## src/rtl/twi_pkg.sv

```systemverilog
package twi_pkg;
  typedef enum logic [2:0] {
    ST_NONE      = 3'd0,
    ST_START     = 3'd1,
    ST_ADDR_ACK  = 3'd2,
    ST_ADDR_NACK = 3'd3,
    ST_DATA_ACK  = 3'd4,
    ST_DATA_NACK = 3'd5,
    ST_DATA_RX   = 3'd6
  } twi_status_e;

  typedef enum logic [1:0] {
    CMD_START = 2'd0,
    CMD_STOP  = 2'd1,
    CMD_XFER  = 2'd2
  } twi_cmd_e;
endpackage

```

## src/rtl/twi_rate_div.sv

```systemverilog
module twi_rate_div #(
  parameter int RW = 8
) (
  input  logic          clk,
  input  logic          rst_n,
  input  logic          run,
  input  logic [RW-1:0] limit,
  output logic          tick
);
  logic [RW-1:0] cnt_q;

  always_ff @(posedge clk) begin
    if (!rst_n)            cnt_q <= '0;
    else if (!run)         cnt_q <= limit;
    else if (cnt_q == '0)  cnt_q <= limit;
    else                   cnt_q <= cnt_q - 1'b1;
  end

  assign tick = run && (cnt_q == '0);
endmodule

```

## src/rtl/twi_bit_fsm.sv

```systemverilog
module twi_bit_fsm
  import twi_pkg::*;
#(
  parameter int DW = 8
) (
  input  logic          clk,
  input  logic          rst_n,
  input  logic          clr,
  input  logic          go,
  input  twi_cmd_e      cmd,
  input  logic          rx,
  input  logic          ack_out,
  input  logic [DW-1:0] tx_byte,
  input  logic          tick,
  input  logic          sda_in,
  output logic          busy,
  output logic          done,
  output logic          ack_now,
  output logic [DW-1:0] rx_byte,
  output logic          scl_low,
  output logic          sda_low,
  output logic          cond_phase
);
  localparam int CW = $clog2(DW + 1);
  localparam logic [CW-1:0] LAST = CW'(DW);

  typedef enum logic [3:0] {
    S_IDLE, S_HOLD, S_RS_UP, S_ST_FALL, S_ST_LOW,
    S_BIT_LOW, S_BIT_HIGH, S_SP_UP, S_SP_REL
  } phase_e;

  phase_e        st_q;
  logic [DW-1:0] sh_q;
  logic [CW-1:0] cnt_q;
  logic          fresh_q, rx_q, ackm_q, scl_q, sda_q;

  always_ff @(posedge clk) begin
    if (!rst_n) begin
      st_q <= S_IDLE; sh_q <= '0; cnt_q <= '0; fresh_q <= 1'b0;
      rx_q <= 1'b0; ackm_q <= 1'b0; scl_q <= 1'b0; sda_q <= 1'b0;
    end else if (clr) begin
      st_q <= S_IDLE; fresh_q <= 1'b0; scl_q <= 1'b0; sda_q <= 1'b0;
    end else begin
      case (st_q)
        S_IDLE: if (go && cmd == CMD_START) st_q <= S_ST_FALL;
        S_HOLD: if (go) begin
          case (cmd)
            CMD_START: begin sda_q <= 1'b0; st_q <= S_RS_UP; end
            CMD_STOP:  begin sda_q <= 1'b1; st_q <= S_SP_UP; end
            default: begin
              sh_q <= tx_byte; cnt_q <= '0; fresh_q <= 1'b1;
              rx_q <= rx; ackm_q <= ack_out; st_q <= S_BIT_LOW;
            end
          endcase
        end
        S_RS_UP:   if (tick) begin scl_q <= 1'b0; st_q <= S_ST_FALL; end
        S_ST_FALL: if (tick) begin sda_q <= 1'b1; st_q <= S_ST_LOW; end
        S_ST_LOW:  if (tick) begin scl_q <= 1'b1; st_q <= S_HOLD; end
        S_BIT_LOW: begin
          if (fresh_q) begin
            fresh_q <= 1'b0;
            if (cnt_q == LAST) sda_q <= rx_q & ackm_q;
            else               sda_q <= !rx_q & !sh_q[DW-1];
          end else if (tick) begin
            scl_q <= 1'b0; st_q <= S_BIT_HIGH;
          end
        end
        S_BIT_HIGH: if (tick) begin
          scl_q <= 1'b1;
          if (cnt_q == LAST) st_q <= S_HOLD;
          else begin
            sh_q <= {sh_q[DW-2:0], sda_in};
            cnt_q <= cnt_q + 1'b1; fresh_q <= 1'b1; st_q <= S_BIT_LOW;
          end
        end
        S_SP_UP:  if (tick) begin scl_q <= 1'b0; st_q <= S_SP_REL; end
        S_SP_REL: if (tick) begin sda_q <= 1'b0; st_q <= S_IDLE; end
        default: st_q <= S_IDLE;
      endcase
    end
  end

  assign busy       = (st_q != S_IDLE) && (st_q != S_HOLD);
  assign done       = !clr && tick &&
                      ((st_q == S_ST_LOW) || (st_q == S_BIT_HIGH && cnt_q == LAST));
  assign ack_now    = !sda_in;
  assign rx_byte    = sh_q;
  assign scl_low    = scl_q;
  assign sda_low    = sda_q;
  assign cond_phase = (st_q == S_ST_FALL) || (st_q == S_SP_REL);
endmodule

```

## src/rtl/twi_byte_master.sv

```systemverilog
module twi_byte_master
  import twi_pkg::*;
#(
  parameter int DW = 8,
  parameter int RW = 8
) (
  input  logic          clk,
  input  logic          rst_n,
  input  logic          global_irq_en,
  input  logic          data_wr,
  input  logic [DW-1:0] data_wdata,
  output logic [DW-1:0] data_rdata,
  input  logic          rate_wr,
  input  logic [RW-1:0] rate_wdata,
  input  logic          ctrl_wr,
  input  logic          ctrl_start,
  input  logic          ctrl_stop,
  input  logic          ctrl_enable,
  input  logic          ctrl_irq_en,
  input  logic          ctrl_ack,
  input  logic          ctrl_flag_clr,
  output logic          done_flag,
  output logic [2:0]    status_code,
  output logic          irq,
  output logic          scl_pull,
  output logic          sda_pull,
  input  logic          sda_in
);
  logic [DW-1:0] data_q, rx_byte;
  logic [RW-1:0] rate_q;
  logic          en_q, ie_q, ack_q, flag_q, addr_next_q, rd_mode_q;
  twi_status_e   status_q;
  twi_cmd_e      cmd_q, cmd_sel;
  logic          busy, tick, done, ack_now, cond_phase, clr, go;

  assign clr     = ctrl_wr ? !ctrl_enable : !en_q;
  assign go      = ctrl_wr && ctrl_enable && ctrl_flag_clr && !busy;
  assign cmd_sel = ctrl_start ? CMD_START : (ctrl_stop ? CMD_STOP : CMD_XFER);

  twi_rate_div #(.RW(RW)) u_div (
    .clk(clk), .rst_n(rst_n), .run(busy), .limit(rate_q), .tick(tick)
  );

  twi_bit_fsm #(.DW(DW)) u_fsm (
    .clk(clk), .rst_n(rst_n), .clr(clr), .go(go), .cmd(cmd_sel),
    .rx(rd_mode_q && !addr_next_q), .ack_out(ctrl_ack), .tx_byte(data_q),
    .tick(tick), .sda_in(sda_in), .busy(busy), .done(done),
    .ack_now(ack_now), .rx_byte(rx_byte), .scl_low(scl_pull),
    .sda_low(sda_pull), .cond_phase(cond_phase)
  );

  always_ff @(posedge clk) begin
    if (!rst_n) begin
      data_q <= '1; rate_q <= '0; en_q <= 1'b0; ie_q <= 1'b0; ack_q <= 1'b0;
      flag_q <= 1'b0; status_q <= ST_NONE; addr_next_q <= 1'b0;
      rd_mode_q <= 1'b0; cmd_q <= CMD_STOP;
    end else begin
      if (rate_wr) rate_q <= rate_wdata;
      if (ctrl_wr) begin
        en_q <= ctrl_enable; ie_q <= ctrl_irq_en; ack_q <= ctrl_ack;
      end
      if (clr || (ctrl_wr && ctrl_flag_clr)) flag_q <= 1'b0;
      else if (done)                          flag_q <= 1'b1;
      if (data_wr && flag_q) data_q <= data_wdata;
      if (go) begin
        cmd_q <= cmd_sel;
        if (cmd_sel == CMD_STOP) begin
          status_q <= ST_NONE; addr_next_q <= 1'b0; rd_mode_q <= 1'b0;
        end
      end
      if (done) begin
        data_q <= rx_byte;
        if (cmd_q == CMD_START) begin
          status_q <= ST_START; addr_next_q <= 1'b1; rd_mode_q <= 1'b0;
        end else if (addr_next_q) begin
          status_q    <= ack_now ? ST_ADDR_ACK : ST_ADDR_NACK;
          addr_next_q <= 1'b0;
          rd_mode_q   <= ack_now & rx_byte[0];
        end else if (rd_mode_q) begin
          status_q <= ST_DATA_RX;
        end else begin
          status_q <= ack_now ? ST_DATA_ACK : ST_DATA_NACK;
        end
      end
    end
  end

  assign data_rdata  = data_q;
  assign done_flag   = flag_q;
  assign status_code = status_q;
  assign irq         = flag_q & ie_q & global_irq_en;
endmodule

```

## config.mk

```make
export PLATFORM = sky130hd
export DESIGN_NAME = twi_byte_master
export DESIGN_NICKNAME = d
export VERILOG_FILES = /design/src/rtl/twi_pkg.sv /design/src/rtl/twi_rate_div.sv /design/src/rtl/twi_bit_fsm.sv /design/src/rtl/twi_byte_master.sv
export SDC_FILE = /design/constraint.sdc
export NUM_CORES = 1
export LEC_CHECK = 0
export BUFFER_PORTS_ARGS = -buffer_cell sky130_fd_sc_hd__buf_4
export CAP_MARGIN = 20
export CORE_MARGIN = 2
export CORE_UTILIZATION = 40
export CTS_CLUSTER_DIAMETER = 120
export DETAILED_ROUTE_END_ITERATION = 7
export GPL_ROUTABILITY_DRIVEN = 0
export PLACE_DENSITY = 0.67
export SLEW_MARGIN = 20
export SYNTH_ARGS = -nofsm -noshare
export SYNTH_HDL_FRONTEND = slang
export SYNTH_HIERARCHICAL = 1
export SYNTH_SLANG_ARGS = --single-unit
```

## constraint.sdc

```tcl
create_clock -name clk -period 4.4 [get_ports clk]
set_input_delay 0.22 -clock clk [delete_from_list [all_inputs] [get_ports clk]]
set_output_delay 0.22 -clock clk [all_outputs]
set_load 0.005 [all_outputs]
```

==> results.txt <==
The run finished with clean final reports. Summed over all cells, the static leakage comes to 1.44 nW. The final number of hold-violating endpoints came out at 0. The area of the mapped netlist was 2940 µm². The number of slew-limit violations in the final report was 0; the buffers plus inverters on the worst setup path was 2.

For this run the aggregate overflow at the end of global routing stands at 0. Counting along the longest clock path gives a buffer depth of 2. The region available for standard cell placement spans 7180 µm².

For hold timing, the worst endpoint is done_flag$_SDFFE_PP0P_. The pin count of the biggest net entering global routing was 37. The number of hold-repair buffers added at the cts stage is 0, and the placed cell count is 447. The min-delay analysis places its worst path in the category in2reg. In the final routed layout, each cell accounts on average for 14.4 µm. The logs give 0 for the post-cts resize count and 4600 µm for the detailed placer's ending HPWL. The count of buffers from port buffering was 43.

The tree is rooted in a sky130_fd_sc_hd__clkbuf_8. The worst setup path is launched from a register. The tools report the maximum VDD drop as 0.111 mV. Setup violations remaining at the end of the flow were counted as 0.

The tools report the nature of the critical path endpoint as a register. Summed over all failing endpoints, the final setup total negative slack is 0 ns. The detail route stage leaves a number of antenna-violating nets equal to 0.

After layout, the worst setup slack is 1.28 ns. In the routed design, unresolved DRC markers number 0. For the final database, setup skew stands at 0.0130 ns. The number of setup buffers added after CTS is 0. Dividing total power by cell area gives a power density of 281 nW/µm². The top cell types in the final layout, fill and taps aside, are sky130_fd_sc_hd__dfxtp_1 (55), sky130_fd_sc_hd__buf_4 (45), sky130_fd_sc_hd__nor2_1 (36). The largest individual stage delay along the critical path comes from the cell sky130_fd_sc_hd__dfxtp_1. In this run the mean area of a mapped cell was 9.18 µm². The initial antenna violation count was 0. For this block, the initial DRC count from the detailed router was 142.

For this run, the slowest stage of the critical path takes 0.75 ns. At the pin with the least slew margin, the transition time is 0.786 ns. Measured against its own limit, the worst slew margin works out to 46.1%.

The tools report the full die area as 8040 µm². Synthesis-to-finish area growth: 15.6%. The data arrival time of the critical path came out at 3.31 ns.

In this run the worst path has a maximum fanout of 23. The run gives 2 as the level count of the clock H-tree. The signal on the critical path passes through or3_1 > inv_1 > nor2_1 > nor2b_1 > nand2_1 > a211oi_2 > buf_4 > and2b_1 > a211oi_1 > o21ai_0. After detailed routing, the number of vias per cell comes to 5.35. Synthesis produced a netlist whose cell count is 320.

The initialized floorplan defines 31 standard-cell rows. The detailed-routing iteration count for the pre-antenna-repair pass was 4. The number of nets in the synthesized netlist is 353.

Setup repair after global routing left no endpoint under its margin. The period utilization is 70.9%. The layout has 705 filler cells. The endpoint identified for the worst register-to-register timing path is data_rdata[0]$_SDFFE_PN1P_. The number of maximum-capacitance violations is 0.

Across all register-to-register paths, the minimum setup slack is 1.28 ns. The first global-routing pass estimated 10800 µm of wire. For the clock latency on the worst-skew pair, the log shows 0.31 ns.

The routed wire length was 6540 µm. Floorplan die height: 89.7 µm. The number of global-route vias before repair was 2264; the number of buffers created by CTS was 5. For this run, the total global-route usage over all layers was measured as 16.9%.

44 I/O pins were placed. The worst hold path was traced through 2 stages. The chip width works out to 89.7 µm. The tools report the launch instance of the worst register-to-register path as u_fsm/st_q[2]$_SDFFE_PP0P_.

The number of clock sinks seen by CTS was 55; the number of warnings printed during yosys synthesis was 6. Counting cells, the worst reg-to-reg path comes to 10. The tools report the maximum clock rate as 0.321 GHz. The startpoint of the most critical hold path was ctrl_flag_clr.

The tools report the number of inserted diodes as 0. In this design, the largest share of critical-path delay is due to simple AND/OR/NAND/NOR gates. The clock period could shrink to 3.12 ns. Clock-pin slew was measured on the worst setup and hold paths at 0.11 ns. The logs give 388 for the number of nets in the layout and 40.9% for the initial core utilization. At the placement stage, the worst setup path has a slack of 1.26 ns. STA puts the critical path data required time at 4.59 ns. TritonCTS built the clock tree.

Final cell count without fillers: 455. The leading cell type in the layout, fill and taps excluded is sky130_fd_sc_hd__dfxtp_1. The critical path start-end classification was reg2reg.

The run gives 47.3% as the share of the core filled with cells. The ratio of cells with drive above 1 in the final layout is 20.2%, and the number of vias after detailed routing is 2433.
==> registers in the layout (all words and copies together) (netlist names), 2 cells and up <==
name,count
cmd_q,2
u_fsm/rx_byte,8
u_div/cnt_q,8
rate_q,8
u_fsm/cnt_q,4
data_rdata,8
status_code,3
u_fsm/st_q,4
==> worst max-delay path by stage <==
| stage | startpoint | end | slack, ns | cells after the start |
|---|---|---|---|---|
| after global routing | u_fsm/st_q[2]$_SDFFE_PP0P_ | data_rdata[0]$_SDFFE_PN1P_ | 0.95 | 10 |
| after floorplan | u_fsm/st_q[2]$_SDFFE_PP0P_ | rd_mode_q$_SDFF_PN0_ | 1.88 | 13 |
| after detailed placement | u_fsm/st_q[2]$_SDFFE_PP0P_ | data_rdata[0]$_SDFFE_PN1P_ | 1.26 | 10 |
| after CTS | u_fsm/st_q[2]$_SDFFE_PP0P_ | data_rdata[0]$_SDFFE_PN1P_ | 1.29 | 10 |
| after global placement | u_fsm/st_q[2]$_SDFFE_PP0P_ | data_rdata[5]$_SDFFE_PN1P_ | 1.46 | 10 |
| final | u_fsm/st_q[2]$_SDFFE_PP0P_ | data_rdata[0]$_SDFFE_PN1P_ | 1.28 | 10 |
==> through the flow <==
step	power (mW)	hold WS [ns]	instance area (µm²)
floorplan	0.590	0.319	2940
global placement	0.624	0.428	3280
detailed placement	0.626	0.433	3280
CTS	0.966	0.0913	3400
global route	0.995	0.0932	3400
finish	0.956	0.0973	3400
==> layout make-up <==
cell class	count	area [µm²]	share of cell area (%)
inverters	17	63.8	1.88
multi-input cells	231	1660	48.8
flip-flops and latches	55	1100	32.4
well taps	99	124	3.65
clock buffers	6	72.6	2.14
repair buffers	45	338	9.95
clock inverters	2	38.8	1.14
==> report_power, final <==
group	total, mW	internal [mW]	leakage (nW)	switching [mW]
Clock	0.342	0.172	0.0558	0.170
Combinational	0.0957	0.0483	0.934	0.0474
Sequential	0.518	0.508	0.447	0.0101
==> routing by layer <==
layer	global-route usage (%)	wire length (µm)
met2	26.7	3100
met1	24.0	3140
met3	2.65	219
met5	0	0
met4	4.34	74
Power figures use the tool's default switching activity.
